[src/rtl/pclk_pkg.sv]
package pclk_pkg;

  typedef enum logic [2:0] {
    S_IDLE,
    S_QLAUNCH,
    S_QWAIT,
    S_RWAIT,
    S_STEP,
    S_DONE
  } srch_state_t;

  localparam logic [31:0] ERR_START = 32'h0FFF_FFFF;

endpackage

[src/rtl/pclk_divider.sv]
module pclk_divider #(
  parameter int W = 27
) (
  input  logic         clk,
  input  logic         rst_n,
  input  logic         go,
  input  logic [W-1:0] num,
  input  logic [W-1:0] den,
  output logic         fin,
  output logic [W-1:0] quot
);

  localparam int CW = $clog2(W + 1);

  logic [W-1:0]  rem_q, rem_d;
  logic [W-1:0]  quo_q, quo_d;
  logic [W-1:0]  den_q, den_d;
  logic [CW-1:0] cnt_q, cnt_d;
  logic          run_q, run_d;
  logic          fin_q, fin_d;
  logic          dp_en;
  logic [W+1:0]  shifted;
  logic [W+1:0]  trial;

  assign dp_en = go | run_q;

  always_comb begin
    rem_d   = rem_q;
    quo_d   = quo_q;
    den_d   = den_q;
    cnt_d   = cnt_q;
    run_d   = run_q;
    fin_d   = 1'b0;
    shifted = {1'b0, rem_q, quo_q[W-1]};
    trial   = shifted - {2'b00, den_q};
    if (go && !run_q) begin
      rem_d = '0;
      quo_d = num;
      den_d = den;
      cnt_d = CW'(W);
      run_d = 1'b1;
    end else if (run_q) begin
      if (!trial[W+1]) begin
        rem_d = trial[W-1:0];
        quo_d = {quo_q[W-2:0], 1'b1};
      end else begin
        rem_d = shifted[W-1:0];
        quo_d = {quo_q[W-2:0], 1'b0};
      end
      cnt_d = cnt_q - 1'b1;
      if (cnt_q == CW'(1)) begin
        run_d = 1'b0;
        fin_d = 1'b1;
      end
    end
  end

  always_ff @(posedge clk or negedge rst_n) begin
    if (!rst_n) begin
      rem_q <= '0;
      quo_q <= '0;
      den_q <= '0;
      cnt_q <= '0;
      run_q <= 1'b0;
      fin_q <= 1'b0;
    end else begin
      run_q <= run_d;
      fin_q <= fin_d;
      if (dp_en) begin
        rem_q <= rem_d;
        quo_q <= quo_d;
        den_q <= den_d;
        cnt_q <= cnt_d;
      end
    end
  end

  assign fin  = fin_q;
  assign quot = quo_q;

endmodule

[src/rtl/pclk_best.sv]
module pclk_best #(
  parameter int N_W      = 7,
  parameter int M_W      = 7,
  parameter int EW       = 28,
  parameter int PW       = 19,
  parameter int BASE_KHZ = 3000
) (
  input  logic           clk,
  input  logic           rst_n,
  input  logic           clr,
  input  logic           upd,
  input  logic [EW-1:0]  cand_err,
  input  logic [N_W-1:0] cand_n,
  input  logic [M_W-1:0] cand_m,
  input  logic           cand_dbl,
  output logic [N_W-1:0] best_n,
  output logic [M_W-1:0] best_m,
  output logic           best_dbl,
  output logic [PW-1:0]  best_pll,
  output logic           found
);

  localparam logic [EW-1:0] ERR_INIT = EW'(pclk_pkg::ERR_START);

  logic [EW-1:0]  err_q, err_d;
  logic [N_W-1:0] n_q, n_d;
  logic [M_W-1:0] m_q, m_d;
  logic           dbl_q, dbl_d;
  logic [PW-1:0]  pll_q, pll_d;
  logic           fnd_q, fnd_d;
  logic           take;
  logic           reg_en;

  assign take   = upd && (cand_err < err_q);
  assign reg_en = clr | take;

  always_comb begin
    err_d = err_q;
    n_d   = n_q;
    m_d   = m_q;
    dbl_d = dbl_q;
    pll_d = pll_q;
    fnd_d = fnd_q;
    if (clr) begin
      err_d = ERR_INIT;
      n_d   = '0;
      m_d   = '0;
      dbl_d = 1'b0;
      pll_d = '0;
      fnd_d = 1'b0;
    end else if (take) begin
      err_d = cand_err;
      n_d   = cand_n;
      m_d   = cand_m;
      dbl_d = cand_dbl;
      pll_d = PW'(cand_n) * PW'(BASE_KHZ);
      fnd_d = 1'b1;
    end
  end

  always_ff @(posedge clk or negedge rst_n) begin
    if (!rst_n) begin
      err_q <= ERR_INIT;
      n_q   <= '0;
      m_q   <= '0;
      dbl_q <= 1'b0;
      pll_q <= '0;
      fnd_q <= 1'b0;
    end else if (reg_en) begin
      err_q <= err_d;
      n_q   <= n_d;
      m_q   <= m_d;
      dbl_q <= dbl_d;
      pll_q <= pll_d;
      fnd_q <= fnd_d;
    end
  end

  assign best_n   = n_q;
  assign best_m   = m_q;
  assign best_dbl = dbl_q;
  assign best_pll = pll_q;
  assign found    = fnd_q;

endmodule

[src/rtl/pclk_search.sv]
module pclk_search #(
  parameter int DOT_W    = 20,
  parameter int M_W      = 7,
  parameter int N_W      = 7,
  parameter int N_LO     = 9,
  parameter int N_HI     = 127,
  parameter int BASE_KHZ = 3000,
  parameter int CH0_M_LO = 6,
  parameter int CH0_M_HI = 127,
  parameter int CH1_M_LO = 1,
  parameter int CH1_M_HI = 15,
  parameter int PW       = $clog2(N_HI * BASE_KHZ + 1)
) (
  input  logic             clk,
  input  logic             rst_n,
  input  logic             start,
  input  logic             chan_sel,
  input  logic [DOT_W-1:0] target_khz,
  output logic             busy,
  output logic             done,
  output logic             found,
  output logic [N_W-1:0]   best_n,
  output logic [M_W-1:0]   best_m,
  output logic             dbl_sel,
  output logic [PW-1:0]    pll_khz
);

  import pclk_pkg::*;

  localparam int NUM_W = DOT_W + M_W;
  localparam int EW    = (NUM_W + 1 > 28) ? NUM_W + 1 : 28;

  srch_state_t      state_q, state_d;
  logic [DOT_W-1:0] tgt_q, tgt_d;
  logic             chan_q, chan_d;
  logic [M_W-1:0]   m_q, m_d;
  logic             fam_q, fam_d;
  logic [N_W-1:0]   cn_q, cn_d;

  logic             div_go;
  logic [NUM_W-1:0] div_num;
  logic [NUM_W-1:0] div_den;
  logic             div_fin;
  logic [NUM_W-1:0] div_quot;

  logic             trk_clr;
  logic             trk_upd;
  logic [EW-1:0]    cand_err;

  logic [NUM_W-1:0] step_khz;
  logic [NUM_W-1:0] prod_mt;
  logic [NUM_W-1:0] prod_nf;
  logic [M_W-1:0]   m_first;
  logic [M_W-1:0]   m_last;
  logic             q_in_win;
  logic             ctl_en;

  assign step_khz = fam_q ? NUM_W'(2 * BASE_KHZ) : NUM_W'(BASE_KHZ);
  assign prod_mt  = NUM_W'(m_q) * NUM_W'(tgt_q);
  assign prod_nf  = NUM_W'(div_quot[N_W-1:0]) * step_khz;
  assign m_first  = chan_sel ? M_W'(CH1_M_LO) : M_W'(CH0_M_LO);
  assign m_last   = chan_q ? M_W'(CH1_M_HI) : M_W'(CH0_M_HI);
  assign q_in_win = (div_quot >= NUM_W'(N_LO)) && (div_quot <= NUM_W'(N_HI));
  assign cand_err = EW'(tgt_q) - EW'(div_quot);

  always_comb begin
    state_d = state_q;
    tgt_d   = tgt_q;
    chan_d  = chan_q;
    m_d     = m_q;
    fam_d   = fam_q;
    cn_d    = cn_q;
    div_go  = 1'b0;
    div_num = prod_mt;
    div_den = step_khz;
    trk_clr = 1'b0;
    trk_upd = 1'b0;
    unique case (state_q)
      S_IDLE: begin
        if (start) begin
          tgt_d   = target_khz;
          chan_d  = chan_sel;
          m_d     = m_first;
          fam_d   = 1'b0;
          trk_clr = 1'b1;
          state_d = S_QLAUNCH;
        end
      end
      S_QLAUNCH: begin
        div_go  = 1'b1;
        state_d = S_QWAIT;
      end
      S_QWAIT: begin
        if (div_fin) begin
          if (q_in_win) begin
            cn_d    = div_quot[N_W-1:0];
            div_go  = 1'b1;
            div_num = prod_nf;
            div_den = NUM_W'(m_q);
            state_d = S_RWAIT;
          end else begin
            state_d = S_STEP;
          end
        end
      end
      S_RWAIT: begin
        if (div_fin) begin
          trk_upd = 1'b1;
          state_d = S_STEP;
        end
      end
      S_STEP: begin
        if (!fam_q && m_q[0]) begin
          fam_d   = 1'b1;
          state_d = S_QLAUNCH;
        end else if (m_q == m_last) begin
          state_d = S_DONE;
        end else begin
          m_d     = m_q + 1'b1;
          fam_d   = 1'b0;
          state_d = S_QLAUNCH;
        end
      end
      S_DONE: begin
        state_d = S_IDLE;
      end
      default: state_d = S_IDLE;
    endcase
  end

  assign ctl_en = (state_q != S_IDLE) || start;

  always_ff @(posedge clk or negedge rst_n) begin
    if (!rst_n) begin
      state_q <= S_IDLE;
      tgt_q   <= '0;
      chan_q  <= 1'b0;
      m_q     <= '0;
      fam_q   <= 1'b0;
      cn_q    <= '0;
    end else if (ctl_en) begin
      state_q <= state_d;
      tgt_q   <= tgt_d;
      chan_q  <= chan_d;
      m_q     <= m_d;
      fam_q   <= fam_d;
      cn_q    <= cn_d;
    end
  end

  pclk_divider #(
    .W (NUM_W)
  ) i_div (
    .clk  (clk),
    .rst_n(rst_n),
    .go   (div_go),
    .num  (div_num),
    .den  (div_den),
    .fin  (div_fin),
    .quot (div_quot)
  );

  pclk_best #(
    .N_W     (N_W),
    .M_W     (M_W),
    .EW      (EW),
    .PW      (PW),
    .BASE_KHZ(BASE_KHZ)
  ) i_best (
    .clk     (clk),
    .rst_n   (rst_n),
    .clr     (trk_clr),
    .upd     (trk_upd),
    .cand_err(cand_err),
    .cand_n  (cn_q),
    .cand_m  (m_q),
    .cand_dbl(fam_q),
    .best_n  (best_n),
    .best_m  (best_m),
    .best_dbl(dbl_sel),
    .best_pll(pll_khz),
    .found   (found)
  );

  assign busy = (state_q != S_IDLE) && (state_q != S_DONE);
  assign done = (state_q == S_DONE);

endmodule

[config.mk]
export PLATFORM = sky130hd
export DESIGN_NAME = pclk_search
export DESIGN_NICKNAME = d
export VERILOG_FILES = /design/src/rtl/pclk_pkg.sv /design/src/rtl/pclk_divider.sv /design/src/rtl/pclk_best.sv /design/src/rtl/pclk_search.sv
export SDC_FILE = /design/constraint.sdc
export NUM_CORES = 1
export LEC_CHECK = 0
export BUFFER_PORTS_ARGS = -buffer_cell sky130_fd_sc_hd__buf_4
export CAP_MARGIN = 20
export CORE_ASPECT_RATIO = 0.6
export CORE_UTILIZATION = 58
export DETAILED_ROUTE_END_ITERATION = 12
export PLACE_DENSITY = 0.79
export SKIP_CTS_REPAIR_TIMING = 1
export SLEW_MARGIN = 10
export SYNTH_ARGS = -nofsm -noshare
export SYNTH_HDL_FRONTEND = slang
export SYNTH_SLANG_ARGS = --single-unit
[constraint.sdc]
create_clock -name clk -period 4.8 [get_ports clk]
set_input_delay 1.2 -clock clk [delete_from_list [all_inputs] [get_ports clk]]
set_output_delay 1.2 -clock clk [all_outputs]
set_load 0.01 [all_outputs]
==> run_results.csv <==
group,metric,value,unit
routing,highest_routed_layer,"met5",
floorplan,placeableCoreArea,28830,µm²
synthesis,synth_seq_area_share,25.03,%
sta,layout_setup_ws,-0.2131,ns
synthesis,synth_enable_flop_cells,0,
synthesis,mean_instance_size_in_the_synthesized_netlist,8.835,µm²
critical_path,cp_top_family,"adder cells",
sta,timing.fmax,199.5,MHz
final_layout,multiInputGateArea,11950,µm²
min_path,timing.hold.worst.class,"flop to flop",
sta,finalHoldViolCount,0,
synthesis,most_frequent_cell_after_synthesis,"nand2_1",
power_and_ir_drop,worst_ir_drop_vdd,0.2557,mV
clock_network,tritoncts,"done",
synthesis,yosys-top-cells-area,"dfrtp_1, fa_1, ha_1, nand2_1, inv_1",
routing,initialDrtViolationCount,1411,
synthesis,synthDistinctLibCells,68,
clock_network,clkSinkCount,169,
final_layout,final_nets,2460,
critical_path,cp_launch_type,"flop",
grt,grt_pass1_vias,14481,
critical_path,crit_path_max_fanout,4,
synthesis,post_synth_inst_count,1928,
critical_path,endpoint_kind,"flop",
floorplan,die-area,30080,µm²
clock_network,path_clk_slew,0.08,ns
critical_path,cpMostUsedCell,"fa_1",
floorplan,dieWidth,223.2,µm
routing,vias_per_cell,5.927,
synthesis,number_of_warning_messages_in_the_yosys_log,0,
final_layout,final_design_area_no_fill,20160,µm²
sta,maxSlewViolCount,0,
final_layout,syn_to_final_growth,18.35,%
synthesis,yosys.area.top_type,"dfrtp_1",
place,dp_hpwl,35930,µm
sta,layout_min_cycle_time,5.013,ns
floorplan,die_height,134.7,µm
grt,grt_pass1_wl,74890,µm
synthesis,synth_ff_type,"dfrtp_1",
clock_network,worst_skew_pair_latency,0.46,ns
routing,wl_per_cell,19.30,µm
routing,detailedRoute.firstPassIterationCount,6,
synthesis,postSynthRegisterBits,169,
sta,fin_skew,0.01164,ns
floorplan,boundaryPins,61,
floorplan,core.rowCount,48,
power_and_ir_drop,power_leakage,10.48,nW
final_layout,final_layout_size_suffix_gt1_share,19.47,%
place,dpl-instance-area,18900,µm²
outcome,run_status,"complete, but fails checks",
place,port_buffers,57,
critical_path,worst_ep_required_time,5.12,ns
routing,met3RoutedLength,5032,µm
routing,drt.antenna.violating_nets,0,
final_layout,filler_cell_count,2093,
place,gp_routability_congestion,1.025,
grt,gr-usage-all-layers,32.02,%
routing,wirelength_met1,21370,µm
sta,timing.final.crit_share,104.4,%
clock_network,buffer_levels_on_the_longest_clock_path,2,
synthesis,synth.cells.most_frequent,"nand2_1, inv_1, ha_1",
critical_path,path_buf_inv,6,
outcome,failing_checks,"negative setup slack",
sta,unrepaired_setup_endpoints_after_global_routing,"yes",
sta,worst_pin_slew,1.005,ns
grt,grt_overflow_total,0,
clock_network,cts_made_buffers,17,
critical_path,timing_worst_setup_path_type,"flop to flop",
synthesis,asyncSetResetFlopFracSynth,100.0,%
grt,maximum_number_of_pins_on_one_net_before_global_route_repair,91,
final_layout,area.sequential,4278,µm²
routing,post-route-drc-count,0,
critical_path,crit_path_max_delay_cell_type,"fa_1",
run,maxCapViolations,0,
routing,routed-wl-met2,20970,µm
clock_network,ctsHtreeMaxLevel,4,
critical_path,cp_slowest_stage_delay,0.52,ns
critical_path,cp_data_arrival_time,5.33,ns
power_and_ir_drop,power_density,166.0,nW/µm²
floorplan,initial_utilization,59.09,%
critical_path,cp_cell_sequence,"buf_6 > and2_4 > fa_1 > inv_1 > fa_1 > inv_1 > fa_1 > inv_2 > fa_1 > inv_2 > ha_4 > o211ai_1 > o211ai_1 > buf_4 > a31oi_4 > o31a_1 > o21bai_1 > mux2i_1 > a31oi_1 > a221oi_1 > o21ai_1",
routing,vias,14836,
sta,setup_violations,13,
synthesis,synth_area,17030,µm²
sta,timing.max_slew.rel_slack,32.52,%
sta,totalNegativeSetupSlack,-1.418,ns
grt,antenna_found_initial,2,
synthesis,post-synth-top-area-fraction,20.71,%
routing,wirelength,48320,µm
clock_network,cts.root.buffer_cell,"clkbuf_16",
layout make-up:
| type | count | share of cell area (%) |
|---|---|---|
| multi-input cells | 1441 | 59.27 |
| well taps | 375 | 2.327 |
| diodes | 2 | 0.02483 |
| repair buffers | 243 | 9.664 |
| clock buffers | 17 | 2.110 |
| clock inverters | 15 | 0.9000 |
| flip-flops and latches | 169 | 21.22 |
| inverters | 241 | 4.487 |
where the power goes:
group | internal [mW] | switching [mW]
logic | 0.188 | 0.232
clock network | 0.746 | 0.705
registers | 1.44 | 0.0301
total | 2.38 | 0.967
path summary, 6_finish.rpt:
kind / cells past startpoint / end / slack (ns) / from
max in group asynchronous: 2 / m_q[1] / 3.04 / rst_n
worst max-delay path: 21 / i_div.quot[19] / -0.21 / tgt_q[3]
worst min-delay path: 1 / i_div.cnt_q[4] / 0.49 / i_div.cnt_q[4]
worst max register to register: 21 / i_div.quot[19] / -0.21 / tgt_q[3]
worst min register to register: 1 / i_div.cnt_q[4] / 0.49 / i_div.cnt_q[4]
min in group asynchronous: 1 / i_div.rem_q[23] / 0.77 / rst_n
state kept, by name (all words and copies together), names as in the netlist, 10 cells and up:
| name | flops |
|---|---|
| i_best.err_q | 28 |
| i_div.quot | 27 |
| i_div.rem_q | 27 |
| tgt_q | 20 |
| i_best.best_pll | 15 |
| i_div.den_q | 10 |
layout by cell type, fill, tap and decap left out, types with 13 or more instances in the layout:
cell type / n
buf_6: 13
mux2_2: 14
nand2_1: 266
xnor2_1: 57
o21ai_0: 100
nor2b_1: 19
and2_1: 92
xor2_1: 31
dfrtp_1: 130
fa_1: 136
inv_1: 232
clkbuf_16: 17
a21oi_1: 77
nor2_1: 92
buf_4: 222
dfstp_2: 28
nand4_1: 14
o211ai_1: 14
nor3_1: 28
a21o_1: 35
a22o_1: 26
nand2b_1: 29
ha_1: 171
nand3_1: 17
cells by family (layout without fill, tap and decap cells):
kind of cell	count (synthesis)	after routing	share of synthesized area, %
other	1	7	0.02202
AND/OR/NAND/NOR	624	624	17.56
AO/OA/AOI/OAI	372	372	13.89
buffers and inverters	322	516	7.360
adder cells (fa/ha/maj)	323	323	29.85
XOR/XNOR	95	95	4.885
multiplexers	22	22	1.396
flip-flops	169	169	25.03
routing by layer:
metal,vias up,global-route usage [%]
met5,-,0
met4,2,8.467
met3,90,9.813
met2,662,47.53
met1,7303,45.48
li1,6779,-
stage by stage:
stage,cells,hold WS (ns),utilization (%),setup slack (ns),total power [mW]
after detailed placement,2438,0.4741,65.57,-0.3363,1.881
after global routing,2501,0.5085,69.91,-0.4315,3.461
after global placement,2438,0.4699,65.57,-0.2085,1.869
final,2503,0.4878,69.93,-0.2131,3.346
after floorplan,1932,0.4428,-,0.01477,1.710
after CTS,2470,0.4869,67.67,-0.3654,3.323
worst reg2reg max path: cells and delay by family, from the launching register on:
| kind | cells | cell delay (ns) |
|---|---|---|
| adders and majority gates | 5 | 2.26 |
| AOI/OAI and AO/OA | 8 | 1.35 |
| buffers and inverters | 6 | 0.49 |
| DFF | 1 | 0.42 |
| muxes | 1 | 0.20 |
| and+or+nand+nor | 1 | 0.15 |
Note: power is estimated with default switching activity, not from simulation.
